**src/rtl/seqmon_pkg.sv**
```systemverilog
`timescale 1ns/1ps
package seqmon_pkg;

   // Width needed to hold a state index 0..steps.
   function automatic int unsigned state_bits(input int unsigned steps);
      return (steps < 1) ? 1 : $clog2(steps + 1);
   endfunction

   // Kind of move the tracker takes on one edge.
   typedef enum logic [1:0] {
      MV_IDLE = 2'd0,
      MV_FWD  = 2'd1,
      MV_HOLD = 2'd2,
      MV_BACK = 2'd3
   } move_e;

endpackage

```
**src/rtl/seqmon_entry_match.sv**
```systemverilog
`timescale 1ns/1ps
module seqmon_entry_match #(
   parameter int                NBITS  = 4,
   parameter int                NFLAGS = 2,
   parameter bit                USE_SB = 1'b1,
   parameter logic [NBITS-1:0]  CARE   = '0,
   parameter logic [NBITS-1:0]  VAL    = '0,
   parameter logic [NFLAGS-1:0] NEED   = '0
) (
   input  logic [NBITS-1:0]  ev_i,
   input  logic [NFLAGS-1:0] flags_i,
   output logic              hit_o
);

   logic bits_ok;

   // Only cared-about bits take part in the comparison.
   assign bits_ok = (((ev_i ^ VAL) & CARE) == '0);

   generate
      if (USE_SB) begin : g_gated
         assign hit_o = bits_ok && ((flags_i & NEED) == NEED);
      end else begin : g_free
         assign hit_o = bits_ok;
      end
   endgenerate

endmodule

```
**src/rtl/seqmon_prefix_track.sv**
```systemverilog
`timescale 1ns/1ps
module seqmon_prefix_track #(
   parameter int NSTEPS = 4,
   parameter int SW     = 3
) (
   input  logic              clk,
   input  logic              rst,
   input  logic [NSTEPS-1:0] hit_i,
   output logic [SW-1:0]     state_o,
   output logic [SW-1:0]     nxt_o
);

   // live_q[j]: prefix of length j matches the trace ending last cycle.
   // The full-length bit never feeds a longer prefix, so it is not kept.
   logic [NSTEPS-1:1] live_q;
   logic [NSTEPS:1]   live_d;

   generate
      for (genvar j = 1; j <= NSTEPS; j++) begin : g_col
         if (j == 1) begin : g_head
            assign live_d[j] = hit_i[0];
         end else begin : g_tail
            assign live_d[j] = live_q[j-1] & hit_i[j-1];
         end
      end
   endgenerate

   // Longest surviving prefix is the next state.
   always_comb begin
      nxt_o = '0;
      for (int j = 1; j <= NSTEPS; j++) begin
         if (live_d[j]) nxt_o = SW'(j);
      end
   end

   always_ff @(posedge clk) begin
      if (rst) begin
         live_q  <= '0;
         state_o <= '0;
      end else begin
         live_q  <= live_d[NSTEPS-1:1];
         state_o <= nxt_o;
      end
   end

endmodule

```
**src/rtl/seqmon_scoreboard.sv**
```systemverilog
`timescale 1ns/1ps
module seqmon_scoreboard
   import seqmon_pkg::*;
#(
   parameter int                       NSTEPS   = 4,
   parameter int                       NFLAGS   = 2,
   parameter int                       SW       = 3,
   parameter bit                       USE_SB   = 1'b1,
   parameter logic [NSTEPS*NFLAGS-1:0] SET_MASK = '0
) (
   input  logic              clk,
   input  logic              rst,
   input  move_e             mv_i,
   input  logic [SW-1:0]     cur_i,
   input  logic [SW-1:0]     nxt_i,
   output logic [NFLAGS-1:0] flags_o
);

   generate
      if (USE_SB) begin : g_board
         logic [NFLAGS-1:0] clr, add, flags_d;

         always_comb begin
            clr = '0;
            add = '0;
            for (int j = 0; j < NSTEPS; j++) begin
               // Entries on the abandoned stretch of a backward move.
               if (mv_i == MV_BACK && SW'(j) >= nxt_i && SW'(j) < cur_i)
                  clr = clr | SET_MASK[j*NFLAGS +: NFLAGS];
               // Entry just consumed to land in the new state.
               if (SW'(j + 1) == nxt_i)
                  add = add | SET_MASK[j*NFLAGS +: NFLAGS];
            end
            flags_d = (flags_o & ~clr) | add;
         end

         always_ff @(posedge clk) begin
            if (rst) flags_o <= '0;
            else     flags_o <= flags_d;
         end
      end else begin : g_none
         assign flags_o = '0;
      end
   endgenerate

endmodule

```
**src/rtl/seq_prefix_monitor.sv**
```systemverilog
`timescale 1ns/1ps
module seq_prefix_monitor
   import seqmon_pkg::*;
#(
   parameter int                       NBITS      = 4,
   parameter int                       NSTEPS     = 4,
   parameter int                       NFLAGS     = 2,
   parameter bit                       USE_SB     = 1'b1,
   parameter logic [NSTEPS*NBITS-1:0]  CARE_MASK  = 16'h2501,
   parameter logic [NSTEPS*NBITS-1:0]  VALUE_MASK = 16'h2501,
   parameter logic [NSTEPS*NFLAGS-1:0] CHK_MASK   = 8'h90,
   parameter logic [NSTEPS*NFLAGS-1:0] SET_MASK   = 8'h19,
   localparam int                      SW         = state_bits(NSTEPS)
) (
   input  logic             clk,
   input  logic             rst,
   input  logic [NBITS-1:0] ev_i,
   output logic [SW-1:0]    state_o,
   output logic             match_o
);

   // Elaboration-time parameter checks.
   generate
      if (NSTEPS < 2) begin : g_bad_steps
         $error("seq_prefix_monitor: NSTEPS must be at least 2");
      end
      if (NBITS < 1) begin : g_bad_bits
         $error("seq_prefix_monitor: NBITS must be at least 1");
      end
      if (NFLAGS < 1) begin : g_bad_flags
         $error("seq_prefix_monitor: NFLAGS must be at least 1");
      end
      if ((VALUE_MASK & ~CARE_MASK) != '0) begin : g_bad_value
         $error("seq_prefix_monitor: value bits set outside care field");
      end
   endgenerate

   logic [NFLAGS-1:0] sb_flags;
   logic [NSTEPS-1:0] hits;
   logic [SW-1:0]     nxt_state;
   move_e             mv;

   generate
      for (genvar j = 0; j < NSTEPS; j++) begin : g_entry
         seqmon_entry_match #(
            .NBITS  (NBITS),
            .NFLAGS (NFLAGS),
            .USE_SB (USE_SB),
            .CARE   (CARE_MASK[j*NBITS +: NBITS]),
            .VAL    (VALUE_MASK[j*NBITS +: NBITS]),
            .NEED   (CHK_MASK[j*NFLAGS +: NFLAGS])
         ) u_entry (
            .ev_i    (ev_i),
            .flags_i (sb_flags),
            .hit_o   (hits[j])
         );
      end
   endgenerate

   seqmon_prefix_track #(
      .NSTEPS (NSTEPS),
      .SW     (SW)
   ) u_track (
      .clk     (clk),
      .rst     (rst),
      .hit_i   (hits),
      .state_o (state_o),
      .nxt_o   (nxt_state)
   );

   always_comb begin
      if (nxt_state > state_o)       mv = MV_FWD;
      else if (nxt_state < state_o)  mv = MV_BACK;
      else if (state_o == '0)        mv = MV_IDLE;
      else                           mv = MV_HOLD;
   end

   seqmon_scoreboard #(
      .NSTEPS   (NSTEPS),
      .NFLAGS   (NFLAGS),
      .SW       (SW),
      .USE_SB   (USE_SB),
      .SET_MASK (SET_MASK)
   ) u_board (
      .clk     (clk),
      .rst     (rst),
      .mv_i    (mv),
      .cur_i   (state_o),
      .nxt_i   (nxt_state),
      .flags_o (sb_flags)
   );

   assign match_o = (state_o == SW'(NSTEPS));

endmodule

```
**config.mk**
```make
export PLATFORM = sky130hd
export DESIGN_NAME = seq_prefix_monitor
export DESIGN_NICKNAME = d
export VERILOG_FILES = /design/src/rtl/seqmon_pkg.sv /design/src/rtl/seqmon_entry_match.sv /design/src/rtl/seqmon_prefix_track.sv /design/src/rtl/seqmon_scoreboard.sv /design/src/rtl/seq_prefix_monitor.sv
export SDC_FILE = /design/constraint.sdc
export NUM_CORES = 1
export LEC_CHECK = 0
export BUFFER_PORTS_ARGS = -buffer_cell sky130_fd_sc_hd__buf_2
export CORE_AREA = 2 2 39 41
export CTS_CLUSTER_SIZE = 16
export DETAILED_ROUTE_END_ITERATION = 16
export DIE_AREA = 0 0 41 43
export GPL_TIMING_DRIVEN = 0
export HOLD_SLACK_MARGIN = 0.02
export SETUP_SLACK_MARGIN = 0.05
export SYNTH_ARGS = -nofsm -noshare
export SYNTH_HDL_FRONTEND = slang
export SYNTH_SLANG_ARGS = --single-unit
```
**constraint.sdc**
```tcl
create_clock -name clk -period 1.55 [get_ports clk]
set_input_delay 0.31 -clock clk [delete_from_list [all_inputs] [get_ports clk]]
set_output_delay 0.31 -clock clk [all_outputs]
set_load 0.03 [all_outputs]
```
* After elaboration in Yosys (flattened, before gate mapping)
Cells that the tools add are included.
** Cells by class
- Eq/ne operators :: 5
- Bitwise gates (word level) :: 8
- Magnitude comparators :: 8
- Multiplexer cells :: 13
- Reduce and logical (&&, ||, !) cells :: 12
** Operators by type and width (count)
- 2-bit 2-to-1 mux :: 7
- 4-bit zero test :: 3
- 1-bit logical AND :: 8
- 2-bit by 3-bit == test with 1-bit output, first input constant :: 2
- 1-bit by 3-bit greater-or-equal comparator with 1-bit output, first input constant :: 2
- 1-bit by 3-bit less-than comparator with 1-bit output, first input constant :: 2
- 1-bit 2-to-1 mux :: 5
- 2-bit NOT :: 2
- 1-bit by 3-bit == test with 1-bit output, first input constant :: 1
- 3-bit == test, second input constant :: 1
- 2-bit by 3-bit greater-or-equal comparator with 1-bit output, first input constant :: 1
- 3-bit > comparator :: 1
- 3-bit zero test :: 1
- 2-bit by 3-bit less-than comparator with 1-bit output, first input constant :: 1
- 3-bit less-than comparator :: 1
- 3-bit 2-to-1 mux :: 1
- 1-bit AND :: 2
- 2-bit AND :: 1
- 2-bit == test, second input constant :: 1
- 1-bit NOT :: 2
- 2-bit bitwise OR :: 1
** Storage, ports and cells
- Logic and storage cells :: 49
- Input bits :: 6
- Output and inout port bits :: 4
- Bits in registers :: 8

* Longest topological paths before layout
Gate-level depths: netlist of the first run.
- Depth in word-level cells :: 18
- Mapped depth :: 5

* By module
Synthesis of the first run repeated with hierarchy kept, for this count alone.
** Second synthesis, totals
- Cells, all modules :: 53
- Area, all modules :: 471.7 um^2
** By module, submodules not included
- seqmon_prefix_track :: times used 1, cells an instance 20, area an instance 219.0 um^2
- seqmon_scoreboard :: times used 1, cells an instance 14, area an instance 125.1 um^2
- seq_prefix_monitor :: times used 1, cells an instance 14, area an instance 96.3 um^2
- seqmon_entry_match (g_entry[2].u_entry ...) :: times used 2, cells an instance 1, area an instance 6.3 um^2
- seqmon_entry_match (g_entry[1].u_entry) :: times used 1, cells an instance 2, area an instance 11.3 um^2
- seqmon_entry_match (g_entry[0].u_entry) :: times used 1, cells an instance 1, area an instance 7.5 um^2

* Worst setup path before layout of the first run
Ideal clock, no wire load.
- Path type :: reg2out
- From :: register u_track.state_o[2]
- To :: output port match_o
- Path slack :: -0.042 ns
- Arrival time :: 1.282 ns
- Cell stages (with the launch flop) :: 3
- Required time :: 1.240 ns
- Buffers on the path :: 0
- Cells stage by stage :: dfxtp_1 > inv_1 > nor3_1
** Between the ends
- Longest elaborated chain between the ends :: 1
** RTL lines
- start, declared :: RTL line seqmon_prefix_track.sv:9 : output logic [SW-1:0] state_o,
- start signal, assigned :: RTL line seqmon_prefix_track.sv:42 : state_o <= nxt_o;
- 3-bit == test :: RTL line seq_prefix_monitor.sv:93 : assign match_o = (state_o == SW'(NSTEPS));
- end, declared :: RTL line seq_prefix_monitor.sv:19 : output logic match_o
No other way between the ends.

* Worst setup path in the final report of the first run
- From :: register u_track.live_q[3] in the netlist's numbering
- To :: register u_board.flags_o[1]
** Between the ends
- Longest elaborated chain between the ends :: 12
- Elaborated cells between the ends (all ways) :: 16
** RTL lines
- start, declared :: RTL line seqmon_prefix_track.sv:15 : logic [NSTEPS-1:1] live_q;
- start signal, assigned :: RTL line seqmon_prefix_track.sv:41 : live_q <= live_d[NSTEPS-1:1];
- 1-bit AND (*) :: RTL line seqmon_prefix_track.sv:23 : assign live_d[j] = live_q[j-1] & hit_i[j-1];
- 3-bit 2-to-1 mux (*) :: RTL line seqmon_prefix_track.sv:32 : if (live_d[j]) nxt_o = SW'(j);
- via nxt_state[2] :: RTL line seq_prefix_monitor.sv:40 : logic [SW-1:0] nxt_state;
- 3-bit less-than comparator :: RTL line seq_prefix_monitor.sv:73 : else if (nxt_state < state_o) mv = MV_BACK;
- 2-bit 2-to-1 mux :: RTL line seq_prefix_monitor.sv:73
- 2-bit 2-to-1 mux :: RTL line seq_prefix_monitor.sv:72 : if (nxt_state > state_o) mv = MV_FWD;
- 2-bit == test :: RTL line seqmon_scoreboard.sv:28 : if (mv_i == MV_BACK && SW'(j) >= nxt_i && SW'(j) < cur_i)
- 1-bit logical AND (2 in a row) :: RTL line seqmon_scoreboard.sv:28
- 2-bit 2-to-1 mux :: RTL line seqmon_scoreboard.sv:28
- 2-bit NOT :: RTL line seqmon_scoreboard.sv:34 : flags_d = (flags_o & ~clr) | add;
- 2-bit AND :: RTL line seqmon_scoreboard.sv:34
- 2-bit bitwise OR (*) :: RTL line seqmon_scoreboard.sv:34
- end signal, assigned :: RTL line seqmon_scoreboard.sv:39 : else flags_o <= flags_d;
- end, declared :: RTL line seqmon_scoreboard.sv:16 : output logic [NFLAGS-1:0] flags_o
The timed path passes the listed nets; every way through them passes the cells marked *.
A chain may end at the register's enable or synchronous reset.

==> results of run 1 <==
==> final timing paths <==
check | startpoint | end | slack (ps)
max reg2reg | u_track.live_q[3]$_SDFF_PP0_ | u_board.flags_o[1]$_SDFF_PP0_ | 210
min reg2reg | u_board.flags_o[0]$_SDFF_PP0_ | u_board.flags_o[0]$_SDFF_PP0_ | 530
min | rst | u_track.state_o[2]$_SDFF_PP0_ | 320
max | u_track.live_q[3]$_SDFF_PP0_ | u_board.flags_o[1]$_SDFF_PP0_ | 210
==> layout make-up <==
cell class	count	area share, %
multi-input cells	25	41.76
flip-flops and latches	8	35.16
repair buffers	8	8.791
clock buffers	3	4.945
well taps	16	4.396
plain buffers	1	2.473
inverters	3	2.473
==> cells by family after synthesis <==
kind of cell    share of synthesized area [%]
fa+ha+maj                               3.401
flops                                   43.54
compound gates                          21.08
simple gates                            25.85
buf+inv                                 6.122
==> cell usage after synthesis <==
cell type / count
a211oi_1: 2
a211oi_2: 2
a21oi_1: 3
a22oi_2: 1
and3_4: 1
buf_6: 1
dfxtp_1: 8
ha_1: 1
inv_1: 3
nand2b_1: 2
nand2b_2: 1
nand2b_4: 1
nand4_2: 1
nor2_1: 5
nor2b_1: 2
nor3_1: 1
o21ai_0: 1
o21ai_1: 1
==> placed cells by master, fill, tap and decap left out, types with 2 or more instances in the layout <==
cell / instances
nor2b_1: 2
inv_1: 3
nand2b_1: 2
a21oi_1: 3
nor2_1: 5
dfxtp_1: 8
clkbuf_4: 3
buf_2: 8
a211oi_1: 2
a211oi_2: 2
==> registers in the layout, indices dropped and copies added, names as in the netlist <==
register and flops:
u_track.live_q 3, u_track.state_o 3, u_board.flags_o 2
==> stage by stage <==
step / std cells / hold WS (ps) / utilization (%) / area [um2] / power [mW]
after floorplan: 37 / 381.6 / - / 372.9 / 0.2623
after global placement: 61 / 510.5 / 31.28 / 432.9 / 0.2785
after detailed placement: 61 / 520.8 / 31.28 / 432.9 / 0.2796
after CTS: 64 / 307.5 / 32.91 / 455.4 / 0.4472
after global routing: 64 / 322.4 / 32.91 / 455.4 / 0.4704
final: 64 / 317.9 / 32.91 / 455.4 / 0.4388
==> metal layers <==
| metal | wire length (um) | track usage, % |
|---|---|---|
| met2 | 378 | 16.25 |
| met1 | 313 | 10.65 |
| met4 | 12 | 12.00 |
| met3 | 8 | 1.571 |
| met5 | 0 | 0 |
==> power by group <==
part | total (mW) | internal (mW) | switching [mW]
Combinational | 0.0466 | 0.0210 | 0.0255
Clock | 0.164 | 0.0889 | 0.0749
Sequential | 0.228 | 0.218 | 0.0105
Total | 0.439 | 0.328 | 0.111
==> flow_metrics.py, run 1 <==
metrics = {
    "outcome": {
        "status": "completed",
    },
    "clock_tree": {
        "cts_root_buf": "clkbuf_4",
        "post-cts-setup-buffers": 0,
        "path_clk_slew_ps": 50,
        "clk_latency_ps": 260,
        "cts_hold_buf": 0,
        "cts.sinks": 8,
        "clk_path_buf_depth": 2,
        "cts_tree": "yes",
        "h-tree-depth": 1,
        "cts_resized": 0,
        "cts-buffers-inserted": 3,
    },
    "setup_path": {
        "critPathSlowestCell": "dfxtp_1",
        "end_kind": "flip-flop",
        "reg2reg_depth": 5,
        "critPathMaxFanout": 5,
        "critical_path_buf_inv_count": 1,
        "cp.depth": 5,
        "required_ps": 1680,
        "path_cells": "and3_4, buf_6, ha_1, a211oi_2, a211oi_1",
        "crit_path_max_incr_delay_ps": 310,
        "worst_setup_path_start_kind": "flip-flop",
        "critPathTopFamily": "compound AO/OA/AOI/OAI gates",
        "crit_type": "flip-flop to flip-flop",
        "crit_arrival_ps": 1480,
    },
    "drt": {
        "ant_nets": 0,
        "drt_first_pass_iters": 4,
        "wl_um": 712,
        "drc_errors": 0,
        "wire_per_inst_um": 11.13,
        "drtIter0Drc": 8,
        "vias_per_cell": 4.641,
        "vias": 297,
    },
    "sta": {
        "relSlewSlack_pct": 84.08,
        "finalCritPeriodShare_pct": 86.75,
        "clock.fmax_ghz": 0.7437,
        "drv_slew": 0,
        "rsz0062_at_grt": "false",
        "tightest_slew_ps": 238.5,
        "setup_tns_ps": 0,
        "fin_worst_skew_ps": 0.8234,
        "worst_slack_ps": 205.4,
        "setup_violations": 0,
        "hold_viol_final": 0,
        "fin_crit_ps": 1345,
    },
    "layout": {
        "drive_above_1_share_pct": 41.67,
        "nets": 57,
        "nFillCells": 151,
        "areaGrowthSynthToFinish_pct": 23.81,
        "multi_input_area_um2": 190.2,
        "register_area_um2": 160.2,
        "num_antenna_cells": 0,
    },
    "global_routing": {
        "grt_pass1_vias": 282,
        "gr-total-overflow": 0,
        "grt_usage_pct": 10.65,
        "grt_max_degree": 9,
        "grt_pass1_wl_um": 1200,
        "antenna_found_initial": 0,
    },
    "logic_synthesis": {
        "synth_top_area_cell": "dfxtp_1",
        "synthTopCellsByArea": "dfxtp_1 44%, a211oi_2 6.8%, nor2_1 5.1%",
        "yosys_warnings": 0,
        "synthesis.nets": 44,
        "syn_area_per_cell_um2": 9.942,
        "synth_seq_area_share_pct": 43.54,
        "synthCells": 37,
        "yosys_register_bits": 8,
        "yosysTopAreaCellShare_pct": 43.54,
        "syn_area_um2": 367.9,
        "yosysUniqueCellTypes": 18,
    },
    "hold_path": {
        "hp-class": "primary input to flip-flop",
        "whs_path_depth": 2,
    },
    "die": {
        "die_w_um": 41,
        "pin_count": 10,
        "rows": 14,
        "start_util_pct": 26.58,
        "core_um2": 1384,
        "die_h_um": 43,
        "fp.dieArea_um2": 1763,
    },
    "flow_run": {
        "maxCapViolCount": 0,
    },
    "placement": {
        "pre_cts_ws_ps": 115.0,
        "numPortBuffers": 8,
        "gp_congestion": 0.6205,
        "hpwl_um": 537.8,
    },
    "power_and_ir_drop": {
        "p_leak_nw": 0.2028,
        "power.density_nw_per_um2": 963.6,
        "ir_drop_uv": 261.7,
    },
}
Note: power is estimated with default switching activity, not from simulation.
==> run 2, diff against run 1 <==
- ABC_AREA: unset -> 1
- SLEW_MARGIN: unset -> 20
==> run 2 against run 1 <==
Against the previous run:
- global-route usage rose by 0.22 points
- area after synthesis up 7.5%
- critical path depth down 2
- via count grew 22%
- cell count is 25% higher
- core utilization grew 1.6 points
- sequential power is 2% lower
- wire length is 2.9% lower
- clock power shrank 5%
- critical path type is now flip-flop to primary output
- critical endpoint is now match_o
==> flow_metrics.py, run 2 <==
metrics = {
    "setup_path": {
        "path_cells": "inv_1, nor3_2, buf_2",
        "crit_path_max_incr_delay_ps": 370,
        "critPathSlowestCell": "dfxtp_1",
        "end_kind": "primary output",
        "crit_type": "flip-flop to primary output",
        "reg2reg_depth": 9,
        "required_ps": 1240,
        "r2r-start": "u_track.live_q[3]$_SDFF_PP0_",
        "reg2reg_slack_ps": 260,
        "crit_arrival_ps": 1000,
        "worst_setup_path_start_kind": "flip-flop",
        "endpoint": "match_o",
        "r2r-end": "u_board.flags_o[0]$_SDFF_PP0_",
        "critPathMaxFanout": 4,
        "timing.critical_path.from": "u_track.state_o[2]$_SDFF_PP0_",
    },
    "die": {
        "rows": 14,
        "die_h_um": 43,
        "fp.dieArea_um2": 1763,
        "core_um2": 1384,
        "start_util_pct": 28.57,
        "die_w_um": 41,
        "pin_count": 10,
    },
    "clock_tree": {
        "cts_tree": "yes",
        "post-cts-setup-buffers": 0,
        "clk_path_buf_depth": 2,
        "clk_latency_ps": 250,
        "cts_hold_buf": 0,
        "h-tree-depth": 1,
        "cts.sinks": 8,
        "path_clk_slew_ps": 60,
        "cts-buffers-inserted": 3,
        "cts_root_buf": "clkbuf_4",
        "cts_resized": 0,
    },
    "logic_synthesis": {
        "yosys_warnings": 0,
        "yosys_register_bits": 8,
        "synth-edff-count": 0,
        "post-synth-top-count-cell": "nor2_1",
        "syn_area_um2": 395.4,
        "yosysTopAreaCellShare_pct": 40.51,
        "syn_area_per_cell_um2": 7.322,
        "synthTopCellsByArea": "dfxtp_1 41%, nor2_1 8.5%, nand3_1 7.6%",
        "synthCells": 54,
        "async_flop_share_pct": 0,
        "yosysUniqueCellTypes": 17,
        "synth_common_cells": "9 x nor2_1, 8 x dfxtp_1, 8 x inv_1",
        "synth_ff_type": "dfxtp_1",
        "synth_top_area_cell": "dfxtp_1",
        "synthesis.nets": 61,
        "synth_seq_area_share_pct": 40.51,
    },
    "flow_run": {
        "maxCapViolCount": 0,
    },
    "sta": {
        "clock.fmax_ghz": 0.7615,
        "setup_tns_ps": 0,
        "rsz0062_at_grt": "false",
        "fin_worst_skew_ps": 8.444,
        "tightest_slew_ps": 207.6,
        "hold_viol_final": 0,
        "relSlewSlack_pct": 86.14,
        "fin_crit_ps": 1313,
        "finalCritPeriodShare_pct": 84.72,
        "drv_slew": 0,
        "setup_violations": 0,
    },
    "layout": {
        "drive_above_1_share_pct": 32.81,
        "nets": 73,
        "layout_commonest_cell": "nor2_1",
        "final_cell_mix": "9 x nor2_1, 8 x inv_1, 8 x dfxtp_1",
        "num_antenna_cells": 0,
        "final_util_pct": 34.54,
        "areaGrowthSynthToFinish_pct": 20.89,
        "nFillCells": 151,
        "reg_top3": "u_track.live_q x3, u_track.state_o x3, u_board.flags_o x2",
    },
    "placement": {
        "gp_congestion": 0.7151,
        "numPortBuffers": 7,
        "hpwl_um": 534,
    },
    "global_routing": {
        "antenna_found_initial": 0,
        "grt_pass1_vias": 323,
        "grt_max_degree": 9,
        "grt_usage_pct": 10.88,
        "gr-total-overflow": 0,
        "grt_pass1_wl_um": 1255,
    },
    "power_and_ir_drop": {
        "power.density_nw_per_um2": 899.6,
        "ir_drop_uv": 407.8,
        "p_leak_nw": 0.2448,
    },
    "drt": {
        "vias_per_cell": 4.538,
        "drtIter0Drc": 11,
        "drc_errors": 0,
        "vias": 363,
        "wire_per_inst_um": 8.638,
        "wl_um": 691,
        "ant_nets": 0,
        "drt_first_pass_iters": 3,
    },
    "outcome": {
        "status": "completed",
    },
    "hold_path": {
        "hp-class": "primary input to flip-flop",
    },
}
==> run 2: area by class of cell <==
type                       instances  area [um2]  share of cell area [%]
buffer                             1       7.507                   1.571
inverter                          11       41.29                   8.639
sequential                         8       160.2                   33.51
clock buffer                       3       22.52                   4.712
multi-input combinational         34       191.4                   40.05
tap                               16       20.02                   4.188
timing repair buffer               7       35.03                   7.330
==> run 2: worst min path at each step <==
stage / from / end / slack [ps] / depth (start not counted)
global placement: u_track.live_q[1]$_SDFF_PP0_ / u_track.live_q[2]$_SDFF_PP0_ / 450 / 2
finish: rst / u_track.state_o[1]$_SDFF_PP0_ / 280 / 2
floorplan: ev_i[0] / u_track.live_q[1]$_SDFF_PP0_ / 420 / 2
CTS: rst / u_track.state_o[1]$_SDFF_PP0_ / 270 / 2
global route: rst / u_track.state_o[2]$_SDFF_PP0_ / 270 / 2
detailed placement: u_track.live_q[1]$_SDFF_PP0_ / u_track.live_q[2]$_SDFF_PP0_ / 450 / 2
==> run 2: per-layer routing <==
metal / GRT usage (%) / routed length, um / vias to the layer above
li1: - / - / 196
met1: 13.64 / 345 / 154
met2: 14.06 / 287 / 13
met3: 7.853 / 58 / 0
met4: 4.000 / 0 / 0
met5: 0 / 0 / -
==> run 2: through the flow <==
stage / instances / area [um2] / total power [mW] / hold slack (ps) / setup WS [ps]
CTS: 80 / 478.0 / 0.4408 / 269.2 / 215.9
finish: 80 / 478.0 / 0.4299 / 277.6 / 236.9
floorplan: 54 / 400.4 / 0.2637 / 417.0 / 173.7
global placement: 77 / 455.4 / 0.2773 / 452.0 / 173.2
detailed placement: 77 / 455.4 / 0.2783 / 453.6 / 181.3
global route: 80 / 478.0 / 0.4644 / 273.4 / 103.6
==> run 2: cells by family after synthesis <==
kind of cell	Yosys count	share of synthesized area, %
AO/OA/AOI/OAI	3	7.279
adder cells (fa/ha/maj)	1	3.164
flip-flops	8	40.51
AND/OR/NAND/NOR	30	36.71
buffers and inverters	12	12.34
==> run 2: power breakdown <==
part / leakage, nW / internal [mW] / switching [mW]
logic: 0.165 / 0.0194 / 0.0298
clock network: 0.0138 / 0.0884 / 0.0678
registers: 0.0658 / 0.216 / 0.00812
==> run 2: critical path: cells and delay by family, from the launching register on <==
kind	cells	cell delay [ps]
flip-flops	1	370
buffers and inverters	2	290
AND/OR/NAND/NOR	1	90
